<file path="src/rtl/fsf_pkg.sv">
package fsf_pkg;

  typedef enum logic {
    BURST_IDLE = 1'b0,
    BURST_RUN  = 1'b1
  } burst_state_e;

  function automatic int fsf_idw(input int n);
    return (n > 1) ? $clog2(n) : 1;
  endfunction

endpackage

</file>
<file path="src/rtl/fsf_mem.sv">
module fsf_mem #(
  parameter int DATA_W = 32,
  parameter int DEPTH  = 16,
  localparam int AW    = $clog2(DEPTH)
) (
  input  logic              clk,
  input  logic              we,
  input  logic [AW-1:0]     waddr,
  input  logic [DATA_W-1:0] wdata,
  input  logic [AW-1:0]     raddr,
  output logic [DATA_W-1:0] rdata
);

  logic [DATA_W-1:0] store [DEPTH];

  always_ff @(posedge clk) begin
    if (we) store[waddr] <= wdata;
  end

  assign rdata = store[raddr];

endmodule

</file>
<file path="src/rtl/fsf_occupancy.sv">
module fsf_occupancy #(
  parameter int DEPTH    = 16,
  parameter int NUM_CONS = 4,
  localparam int PW      = $clog2(DEPTH) + 1
) (
  input  logic [PW-1:0]          wptr,
  input  logic [NUM_CONS*PW-1:0] rptr_flat,
  output logic [NUM_CONS*PW-1:0] avail_flat,
  output logic [PW-1:0]          free_cnt
);

  localparam logic [PW-1:0] DEPTH_P = PW'(DEPTH);

  logic [PW-1:0] occ [NUM_CONS];
  logic [PW-1:0] max_occ;

  for (genvar c = 0; c < NUM_CONS; c++) begin : g_occ
    assign occ[c] = wptr - rptr_flat[c*PW +: PW];
    assign avail_flat[c*PW +: PW] = occ[c];
  end

  always_comb begin
    max_occ = '0;
    for (int c = 0; c < NUM_CONS; c++) begin
      if (occ[c] > max_occ) max_occ = occ[c];
    end
  end

  assign free_cnt = DEPTH_P - max_occ;

endmodule

</file>
<file path="src/rtl/fsf_burst.sv">
module fsf_burst
  import fsf_pkg::*;
#(
  parameter int DEPTH    = 16,
  parameter int NUM_CONS = 4,
  localparam int PW      = $clog2(DEPTH) + 1,
  localparam int CIDW    = fsf_idw(NUM_CONS)
) (
  input  logic                   clk,
  input  logic                   rst_n,
  input  logic                   pull_valid,
  input  logic [CIDW-1:0]        pull_cons,
  input  logic [PW-1:0]          pull_len,
  output logic                   pull_ready,
  input  logic [NUM_CONS*PW-1:0] avail_flat,
  input  logic                   rd_ready,
  output logic                   rd_valid,
  output logic                   rd_last,
  output logic [CIDW-1:0]        rd_cons,
  output logic [PW-1:0]          rd_ptr,
  output logic [NUM_CONS*PW-1:0] rptr_flat
);

  burst_state_e  state;
  logic [CIDW-1:0] cur;
  logic [PW-1:0] rem;
  logic [PW-1:0] req_avail;
  logic          req_in_range;
  logic          grant;
  logic          take;

  always_comb begin
    req_avail    = '0;
    req_in_range = 1'b0;
    for (int c = 0; c < NUM_CONS; c++) begin
      if (int'(pull_cons) == c) begin
        req_avail    = avail_flat[c*PW +: PW];
        req_in_range = 1'b1;
      end
    end
  end

  assign pull_ready = (state == BURST_IDLE) && req_in_range &&
                      (pull_len != '0) && (pull_len <= req_avail);
  assign grant    = pull_valid && pull_ready;
  assign rd_valid = (state == BURST_RUN);
  assign take     = rd_valid && rd_ready;
  assign rd_last  = (rem == PW'(1));
  assign rd_cons  = cur;

  always_ff @(posedge clk) begin
    if (!rst_n) begin
      state <= BURST_IDLE;
      cur   <= '0;
      rem   <= '0;
    end else if (grant) begin
      state <= BURST_RUN;
      cur   <= pull_cons;
      rem   <= pull_len;
    end else if (take) begin
      rem <= rem - PW'(1);
      if (rd_last) state <= BURST_IDLE;
    end
  end

  for (genvar c = 0; c < NUM_CONS; c++) begin : g_rptr
    logic [PW-1:0] rp;
    always_ff @(posedge clk) begin
      if (!rst_n)                         rp <= '0;
      else if (take && cur == CIDW'(c))   rp <= rp + PW'(1);
    end
    assign rptr_flat[c*PW +: PW] = rp;
  end

  always_comb begin
    rd_ptr = '0;
    for (int c = 0; c < NUM_CONS; c++) begin
      if (int'(cur) == c) rd_ptr = rptr_flat[c*PW +: PW];
    end
  end

endmodule

</file>
<file path="src/rtl/fanout_stream_fifo.sv">
module fanout_stream_fifo
  import fsf_pkg::*;
#(
  parameter int DATA_W   = 32,
  parameter int DEPTH    = 16,
  parameter int NUM_CONS = 4,
  localparam int AW      = $clog2(DEPTH),
  localparam int PW      = AW + 1,
  localparam int CIDW    = fsf_idw(NUM_CONS)
) (
  input  logic                   clk,
  input  logic                   rst_n,
  input  logic                   wr_valid,
  output logic                   wr_ready,
  input  logic [DATA_W-1:0]      wr_data,
  input  logic                   pull_valid,
  output logic                   pull_ready,
  input  logic [CIDW-1:0]        pull_cons,
  input  logic [PW-1:0]          pull_len,
  output logic                   rd_valid,
  input  logic                   rd_ready,
  output logic [DATA_W-1:0]      rd_data,
  output logic [CIDW-1:0]        rd_cons,
  output logic                   rd_last,
  output logic [NUM_CONS*PW-1:0] avail_cnt,
  output logic [PW-1:0]          free_cnt
);

  logic [PW-1:0]          wptr;
  logic [PW-1:0]          rd_ptr;
  logic [NUM_CONS*PW-1:0] rptr_flat;
  logic                   wr_fire;

  assign wr_ready = (free_cnt != '0);
  assign wr_fire  = wr_valid && wr_ready;

  always_ff @(posedge clk) begin
    if (!rst_n)       wptr <= '0;
    else if (wr_fire) wptr <= wptr + PW'(1);
  end

  fsf_mem #(.DATA_W(DATA_W), .DEPTH(DEPTH)) u_mem (
    .clk   (clk),
    .we    (wr_fire),
    .waddr (wptr[AW-1:0]),
    .wdata (wr_data),
    .raddr (rd_ptr[AW-1:0]),
    .rdata (rd_data)
  );

  fsf_occupancy #(.DEPTH(DEPTH), .NUM_CONS(NUM_CONS)) u_occ (
    .wptr       (wptr),
    .rptr_flat  (rptr_flat),
    .avail_flat (avail_cnt),
    .free_cnt   (free_cnt)
  );

  fsf_burst #(.DEPTH(DEPTH), .NUM_CONS(NUM_CONS)) u_burst (
    .clk        (clk),
    .rst_n      (rst_n),
    .pull_valid (pull_valid),
    .pull_cons  (pull_cons),
    .pull_len   (pull_len),
    .pull_ready (pull_ready),
    .avail_flat (avail_cnt),
    .rd_ready   (rd_ready),
    .rd_valid   (rd_valid),
    .rd_last    (rd_last),
    .rd_cons    (rd_cons),
    .rd_ptr     (rd_ptr),
    .rptr_flat  (rptr_flat)
  );

endmodule

</file>
<file path="config.mk">
export PLATFORM = sky130hd
export DESIGN_NAME = fanout_stream_fifo
export DESIGN_NICKNAME = d
export VERILOG_FILES = /design/src/rtl/fsf_pkg.sv /design/src/rtl/fsf_mem.sv /design/src/rtl/fsf_occupancy.sv /design/src/rtl/fsf_burst.sv /design/src/rtl/fanout_stream_fifo.sv
export SDC_FILE = /design/constraint.sdc
export NUM_CORES = 1
export LEC_CHECK = 0
export BUFFER_PORTS_ARGS = -buffer_cell sky130_fd_sc_hd__buf_2
export CAP_MARGIN = 0
export CORE_ASPECT_RATIO = 1.75
export CORE_MARGIN = 1
export CORE_UTILIZATION = 55
export CTS_BUF_LIST = sky130_fd_sc_hd__clkbuf_16
export CTS_CLUSTER_SIZE = 24
export DETAILED_ROUTE_END_ITERATION = 10
export GPL_ROUTABILITY_DRIVEN = 0
export GPL_TIMING_DRIVEN = 0
export PLACE_DENSITY = 0.75
export SETUP_SLACK_MARGIN = 0.4
export SLEW_MARGIN = 20
export SYNTH_ARGS = -nofsm -noshare
export SYNTH_HDL_FRONTEND = slang
export SYNTH_SLANG_ARGS = --single-unit
</file>
<file path="constraint.sdc">
create_clock -name clk -period 8.7 [get_ports clk]
set_clock_uncertainty 0.1 [all_clocks]
set_input_delay 0.87 -clock clk [delete_from_list [all_inputs] [get_ports clk]]
set_output_delay 0.87 -clock clk [all_outputs]
set_load 0.1 [all_outputs]
</file>
==> out/results.tsv, run 1 <==
stage	metric	value	unit
yosys	Main synth FF type	edfxtp_1	
timing	Max Freq	126	MHz
finish	# nets final	1491	
critical_path	Setup crit start	wptr[1]	
place	HPWL after DPL	33.3	mm
cts	CTS sink cnt	545	
yosys	syn_nets	1310	
timing	endpoints failing setup	0	
worst_hold_path	Hold Path Class	flip-flop to flip-flop	
critical_path	Top cell by count, worst path	ha_1	
critical_path	crit-path max FO	13	
cts	clock-pin transition on the worst setup and hold timing paths	0.07	ns
finish	Fillers	2848	
critical_path	Critical Path RT	7.73	ns
timing	minimum clock period	7.92	ns
critical_path	type of the worst setup path	flip-flop to output pin	
drt	post-route ant nets	0	
critical_path	RR Startpoint	wptr[1]	
grt	GRT Total Usage	24.6	%
yosys	register area share after synthesis	70.0	%
cts	CTS tree	built	
yosys	Post-synth EDFFs	512	
die	core area	0.0410	sq mm
drt	DR WL met3	2.44	mm
yosys	post-synth top area share	67.2	%
critical_path	crit-path max cell delay	0.54	ns
drt	WL final	50.6	mm
place	# port buffers	103	
worst_hold_path	hold path startpoint	wptr[0]	
drt	Met1 Wirelength	17.4	mm
finish	fraction of layout cells with a size suffix above 1	29.0	%
timing	worst slew pin tran	0.877	ns
cts	# H-tree levels	2	
timing	Hold Vio Cnt, Final	0	
cts	CTS root buf	clkbuf_16	
die	Die Wd	156	um
drt	uppermost layer routed	met5	
die	die height	272	um
critical_path	slowest CP cell	dfxtp_2	
yosys	Cells after Synth	1215	
yosys	Syn Std Cell Area	0.0229	sq mm
die	starting density of the core	55.9	%
critical_path	Buf/Inv on CP	3	
cts	Clock Path Buffers	3	
drt	met2 wire len	28.2	mm
drt	DR vias	12012	
yosys	Synth area leaders	edfxtp_1 67%, mux4_2 13%, dfxtp_1 2.9%, ha_1 2.6%, mux2i_1 1.9%	
flow_run	Max-Cap Viols	0	
outcome	outcome	finished clean	
timing	Rel. slew slack	41.5	%
timing	crit share post-route	91.0	%
critical_path	CP Launch Type	flip-flop	
grt	vias in the first global route	12774	
grt	largest net degree at the start of global routing	22	
die	die area	0.0425	sq mm
yosys	syn avg cell area	18.8	sq um
drt	WL per Instance	25.5	um
grt	initial antenna violation count	3	
die	I/O pin total	107	
drt	drt drc	0	
yosys	synth warn	0	
drt	DR pass1 iterations	5	
cts	CTS buffer count	44	
timing	Final Max Tran Viols	0	
grt	first-pass GRT wire length	75.5	mm
yosys	dominant cell type by area after synthesis	edfxtp_1	
finish	area growth from synthesis to layout	14.7	%
yosys	Synth Register Bits	545	
critical_path	critical path's top delay family	compound AO/OA/AOI/OAI gates	
critical_path	Arr. time, crit path	6.95	ns
cts	clk_lat worst skew	0.56	ns
finish	final core utilization	64.1	%
die	row cnt	98	
yosys	ys async rst share	0	%
drt	Initial DRC Count	830	
grt	total global routing overflow	0	
yosys	Netlist cell types	59	
drt	Vias/cell	6.06	
timing	RSZ-0062 raised after global routing	false	
critical_path	CP endpoint kind	output pin	
## final timing paths
path	endpoint	slack, ns	depth (start not counted)
max	wr_ready	0.78	30
min	wptr[0]	0.43	2
max reg2reg	u_mem.store[14][21]	1.06	33
min reg2reg	wptr[0]	0.43	2
## cell families (layout without fill, tap and decap cells)
logic type      count (synthesis)  count (layout)  share of synthesized area [%]
mux                           181             181                           15.4
flops                         545             545                           70.0
compound gates                130             130                           4.02
other cells                     0               1                              0
xor+xnor                       37              37                           1.45
fa+ha+maj                      51              51                           2.92
simple gates                  171             171                           4.23
buf+inv                       100             316                           1.93
## flip-flops by register name, indices dropped and copies added, names as in the netlist
name               cells
u_mem.store          512
u_burst.rem            5
u_burst.rd_cons        2
wptr                   5
u_burst.g_rptr.rp     20
u_burst.rd_valid       1
## routing by layer
layer / up-vias / track usage, %
met2: 400 / 46.2
met1: 6220 / 26.7
li1: 5250 / -
met5: - / 0
met3: 136 / 3.47
met4: 6 / 12.2
## cell usage in the layout, fill, tap and decap left out, types with 5 or more instances in the layout
| cell | count |
|---|---|
| buf_2 | 115 |
| clkinv_1 | 6 |
| a21oi_1 | 45 |
| o21ai_0 | 7 |
| nand2b_1 | 5 |
| inv_1 | 55 |
| nand4_1 | 11 |
| a211oi_1 | 33 |
| and2_1 | 17 |
| buf_6 | 9 |
| dfxtp_1 | 30 |
| clkbuf_1 | 34 |
| buf_4 | 16 |
| xor2_1 | 6 |
| xnor2_1 | 25 |
| clkbuf_16 | 48 |
| nand3_1 | 5 |
| buf_12 | 9 |
| nand2_1 | 33 |
| and3_2 | 13 |
| edfxtp_1 | 512 |
| nor2b_1 | 45 |
| ha_1 | 45 |
| mux2i_1 | 43 |
| nor2_1 | 14 |
| mux4_2 | 135 |
| buf_16 | 5 |
| a21o_1 | 7 |
| o21a_1 | 5 |
## area by class of cell
| type | count | area [sq um] | area share (%) |
|---|---|---|---|
| inverters | 43 | 161 | 0.615 |
| multi-input cells | 570 | 6660 | 25.3 |
| repair buffers | 135 | 1000 | 3.81 |
| well taps | 550 | 688 | 2.62 |
| clock inverters | 33 | 234 | 0.891 |
| diodes | 1 | 2.50 | 0.00953 |
| clock buffers | 48 | 1200 | 4.57 |
| plain buffers | 57 | 280 | 1.07 |
| flip-flops and latches | 545 | 16000 | 61.1 |
## worst min-delay path, cell delays in order (launching register included)
cell	delay [ns]
dfxtp_1	0.36
nand2_1	0.07
mux2i_1	0.06
## stage by stage
stage               hold slack, ns  instance area [sq um]  worst slack (ns)  cells  setup TNS, ns
floorplan                    0.381                  23000             0.412   1215              0
global placement             0.410                  24200            -0.494   1868        -155.15
detailed placement           0.424                  24600             0.184   1888              0
CTS                          0.445                  26100             0.401   1971              0
global route                 0.482                  26300             0.322   1981              0
finish                       0.433                  26300             0.779   1982              0
## what timing repair did
action | in CTS | in global routing
resized for setup | 12 | 27
setup endpoints to repair | 231 | 258
hold buffers | 0 | 0
pin swaps | 0 | 8
gates cloned | 0 | 0
setup buffers | 2 | 10
## Yosys cell counts, types with 3 or more instances
cell / number
a21oi_2: 3
nand2b_1: 5
nand3_1: 6
nand4_1: 11
ha_1: 47
a21o_1: 7
and3_1: 17
buf_2: 14
nor3_1: 5
edfxtp_1: 512
buf_6: 6
a211oi_1: 33
a21oi_1: 48
mux4_2: 135
nor2b_1: 45
fa_1: 4
clkbuf_1: 34
mux2i_1: 44
o21ai_0: 7
a21boi_0: 4
o211a_1: 4
xnor2_1: 27
nand2_1: 35
xor2_1: 9
dfxtp_1: 33
nor2_1: 15
and2_1: 19
nor3b_1: 3
inv_1: 43
o21a_1: 5
Power of run 1 is left out: the tool's default activity adds up to more than one toggle a clock period on the data nets, which glitch-free logic cannot reach.
==> run 2: changes to the inputs <==
--- a/config.mk
+++ b/config.mk
@@ -11,10 +11,10 @@
 export CORE_MARGIN = 1
 export CORE_UTILIZATION = 55
 export CTS_BUF_LIST = sky130_fd_sc_hd__clkbuf_16
+export CTS_CLUSTER_DIAMETER = 100
 export CTS_CLUSTER_SIZE = 24
 export DETAILED_ROUTE_END_ITERATION = 10
 export GPL_ROUTABILITY_DRIVEN = 0
-export GPL_TIMING_DRIVEN = 0
 export PLACE_DENSITY = 0.75
 export SETUP_SLACK_MARGIN = 0.4
 export SLEW_MARGIN = 20
==> run 2 against run 1 <==
Via count fell by 5.6%. Global-route usage fell by 2.5 points. Final area is 4.7% lower. Sequential cell count did not move. Clock-buffer cell count fell by 21. Worst setup slack lost 0.10 ns. Largest cell class unchanged.
==> out/results.tsv, run 2 (synthesis results as in run 1) <==
stage	metric	value	unit	change
outcome	outcome	finished clean		unchanged
cts	Hold Buf Count CTS	0		unchanged
cts	CTS root buf	clkbuf_16		unchanged
cts	clock-pin transition on the worst setup and hold timing paths	0.09	ns	was 0.07 ns
critical_path	Buf/Inv on CP	7		was 3
finish	area growth from synthesis to layout	9.33	%	was 14.7%
finish	commonest non-fill, non-tap cells in the layout	512 x edfxtp_1, 132 x mux4_2, 104 x buf_2		was 512 x edfxtp_1, 135 x mux4_2, 115 x buf_2
finish	max FFs per register	512		unchanged
critical_path	RR Startpoint	wptr[0]		was wptr[1]
grt	total global routing overflow	0		unchanged
flow_run	Max-Cap Viols	0		unchanged
critical_path	Arr. time, crit path	7.05	ns	was 6.95 ns
critical_path	type of the worst setup path	flip-flop to output pin		unchanged
critical_path	Critical Path RT	7.73	ns	about the same
timing	crit share post-route	92.2	%	was 91.0%
finish	Fillers	3009		was 2848
die	starting density of the core	55.9	%	unchanged
critical_path	Setup crit start	wptr[0]		was wptr[1]
critical_path	CP Launch Type	flip-flop		unchanged
critical_path	crit-path max cell delay	0.40	ns	was 0.54 ns
critical_path	critical path's top delay family	compound AO/OA/AOI/OAI gates		unchanged
drt	Initial DRC Count	687		was 830
critical_path	crit-path max FO	5		was 13
die	Die Wd	156	um	unchanged
finish	fraction of layout cells with a size suffix above 1	26.5	%	was 29.0%
cts	# H-tree levels	1		was 2
timing	endpoints failing setup	0		unchanged
grt	initial antenna violation count	1		was 3
drt	WL per Instance	24.2	um	was 25.5 um
die	row cnt	98		unchanged
cts	CTS buffer count	26		was 44
grt	first-pass GRT wire length	69.4	mm	was 75.5 mm
finish	Finished Layout Cells	1889		was 1982
finish	most flop-heavy register	u_mem.store		unchanged
die	die height	272	um	unchanged
critical_path	reg2reg end	u_mem.store[13][7]		was u_mem.store[14][21]
drt	drt drc	0		unchanged
die	I/O pin total	107		unchanged
critical_path	CP endpoint kind	output pin		unchanged
drt	post-route ant nets	0		unchanged
timing	minimum clock period	8.02	ns	was 7.92 ns
drt	Vias/cell	6.01		was 6.06
cts	Clock Path Buffers	3		unchanged
die	core area	0.0410	sq mm	unchanged
critical_path	Worst path depth	33		was 30
place	post-placement cell count	1829		was 1888
timing	worst slew pin tran	1.14	ns	was 0.877 ns
timing	Max Freq	125	MHz	was 126 MHz
timing	RSZ-0062 raised after global routing	false		unchanged
critical_path	slowest CP cell	fa_1		was dfxtp_2
critical_path	CP Capture Point	wr_ready		unchanged
drt	WL final	45.7	mm	was 50.6 mm
grt	GRT Total Usage	22.1	%	was 24.6%
drt	DR pass1 iterations	4		was 5
timing	Rel. slew slack	24.1	%	was 41.5%
critical_path	Reg2Reg Setup Slack	0.78	ns	was 1.06 ns
cts	CTS sink cnt	545		unchanged
place	HPWL after DPL	27.1	mm	was 33.3 mm
critical_path	R2R cell count	34		was 33
grt	vias in the first global route	11814		was 12774
worst_hold_path	Hold Path Class	flip-flop to flip-flop		unchanged
finish	most common cell after layout, fill and taps aside	edfxtp_1		unchanged
cts	CTS tree	built		unchanged
timing	setup TNS	0	ns	unchanged
grt	largest net degree at the start of global routing	70		was 22
timing	Final Max Tran Viols	0		unchanged
finish	# nets final	1413		was 1491
die	die area	0.0425	sq mm	unchanged
timing	Hold Vio Cnt, Final	0		unchanged
cts	clk_lat worst skew	0.57	ns	was 0.56 ns
drt	DR vias	11344		was 12012
finish	largest registers	u_mem.store: 512 flops, u_burst.g_rptr.rp: 20 flops		unchanged
place	# port buffers	106		was 103
run 2: cell count changes in the layout (fill, tap and decap cells not counted), sizes merged:
cell | before | now
buf | 158 | 132
bufinv | 3 | 0
clkbuf | 82 | 27
clkinv | 12 | 0
clkinvlp | 1 | 0
inv | 60 | 64
run 2: layout make-up:
cell class | instances | area [sq um] | area share, %
Sequential cell | 545 | 16000 | 64.1
Multi-Input combinational cell | 570 | 6620 | 26.4
Timing Repair Buffer | 132 | 768 | 3.07
Tap cell | 550 | 688 | 2.75
Clock buffer | 27 | 676 | 2.70
Inverter | 43 | 161 | 0.645
Clock inverter | 21 | 83.8 | 0.335
Antenna cell | 1 | 2.50 | 0.0100
run 2: timing repair:
item | 4_1_cts | 5_1_grt
setup buffers | 1 | 10
gates resized for setup | 11 | 17
pin swaps | 0 | 7
setup endpoints to repair | 246 | 405
run 2: routing by layer:
metal | GRT usage, % | up-vias | routed length, um
met5 | 0 | - | 0
met4 | 9.29 | 0 | 1860
met3 | 2.23 | 92 | 1790
met2 | 41.0 | 296 | 25300
met1 | 26.0 | 5883 | 16800
li1 | - | 5073 | -
run 2: tightest hold or removal path, cell delays in order, from the launching register on:
cell and delay (ns):
dfxtp_1 0.37, nand2_1 0.07, a21boi_0 0.07
run 2: metrics by stage:
stage          hold WS [ns]  setup WS (ns)  util, %  cell area, sq um
2_1_floorplan         0.381          0.412        -             23000
5_1_grt               0.446          0.376     61.1             25000
6_report              0.441          0.675     61.1             25000
4_1_cts               0.437          0.416     60.7             24900
3_3_place_gp          0.397          0.581     58.8             24100
3_5_place_dp          0.417          0.197     58.8             24100
run 2: worst min path at each step:
stage / end / slack, ns / cells past startpoint / start
global route: u_burst.rem[0] / 0.45 / 2 / pull_len[0]
detailed placement: wptr[0] / 0.42 / 2 / wptr[0]
CTS: u_burst.rem[0] / 0.44 / 2 / pull_len[0]
global placement: wptr[0] / 0.40 / 2 / wptr[0]
floorplan: wptr[0] / 0.38 / 2 / wptr[0]
finish: u_burst.rd_valid / 0.44 / 2 / u_burst.rd_valid
Power of run 2 is left out for the same reason.
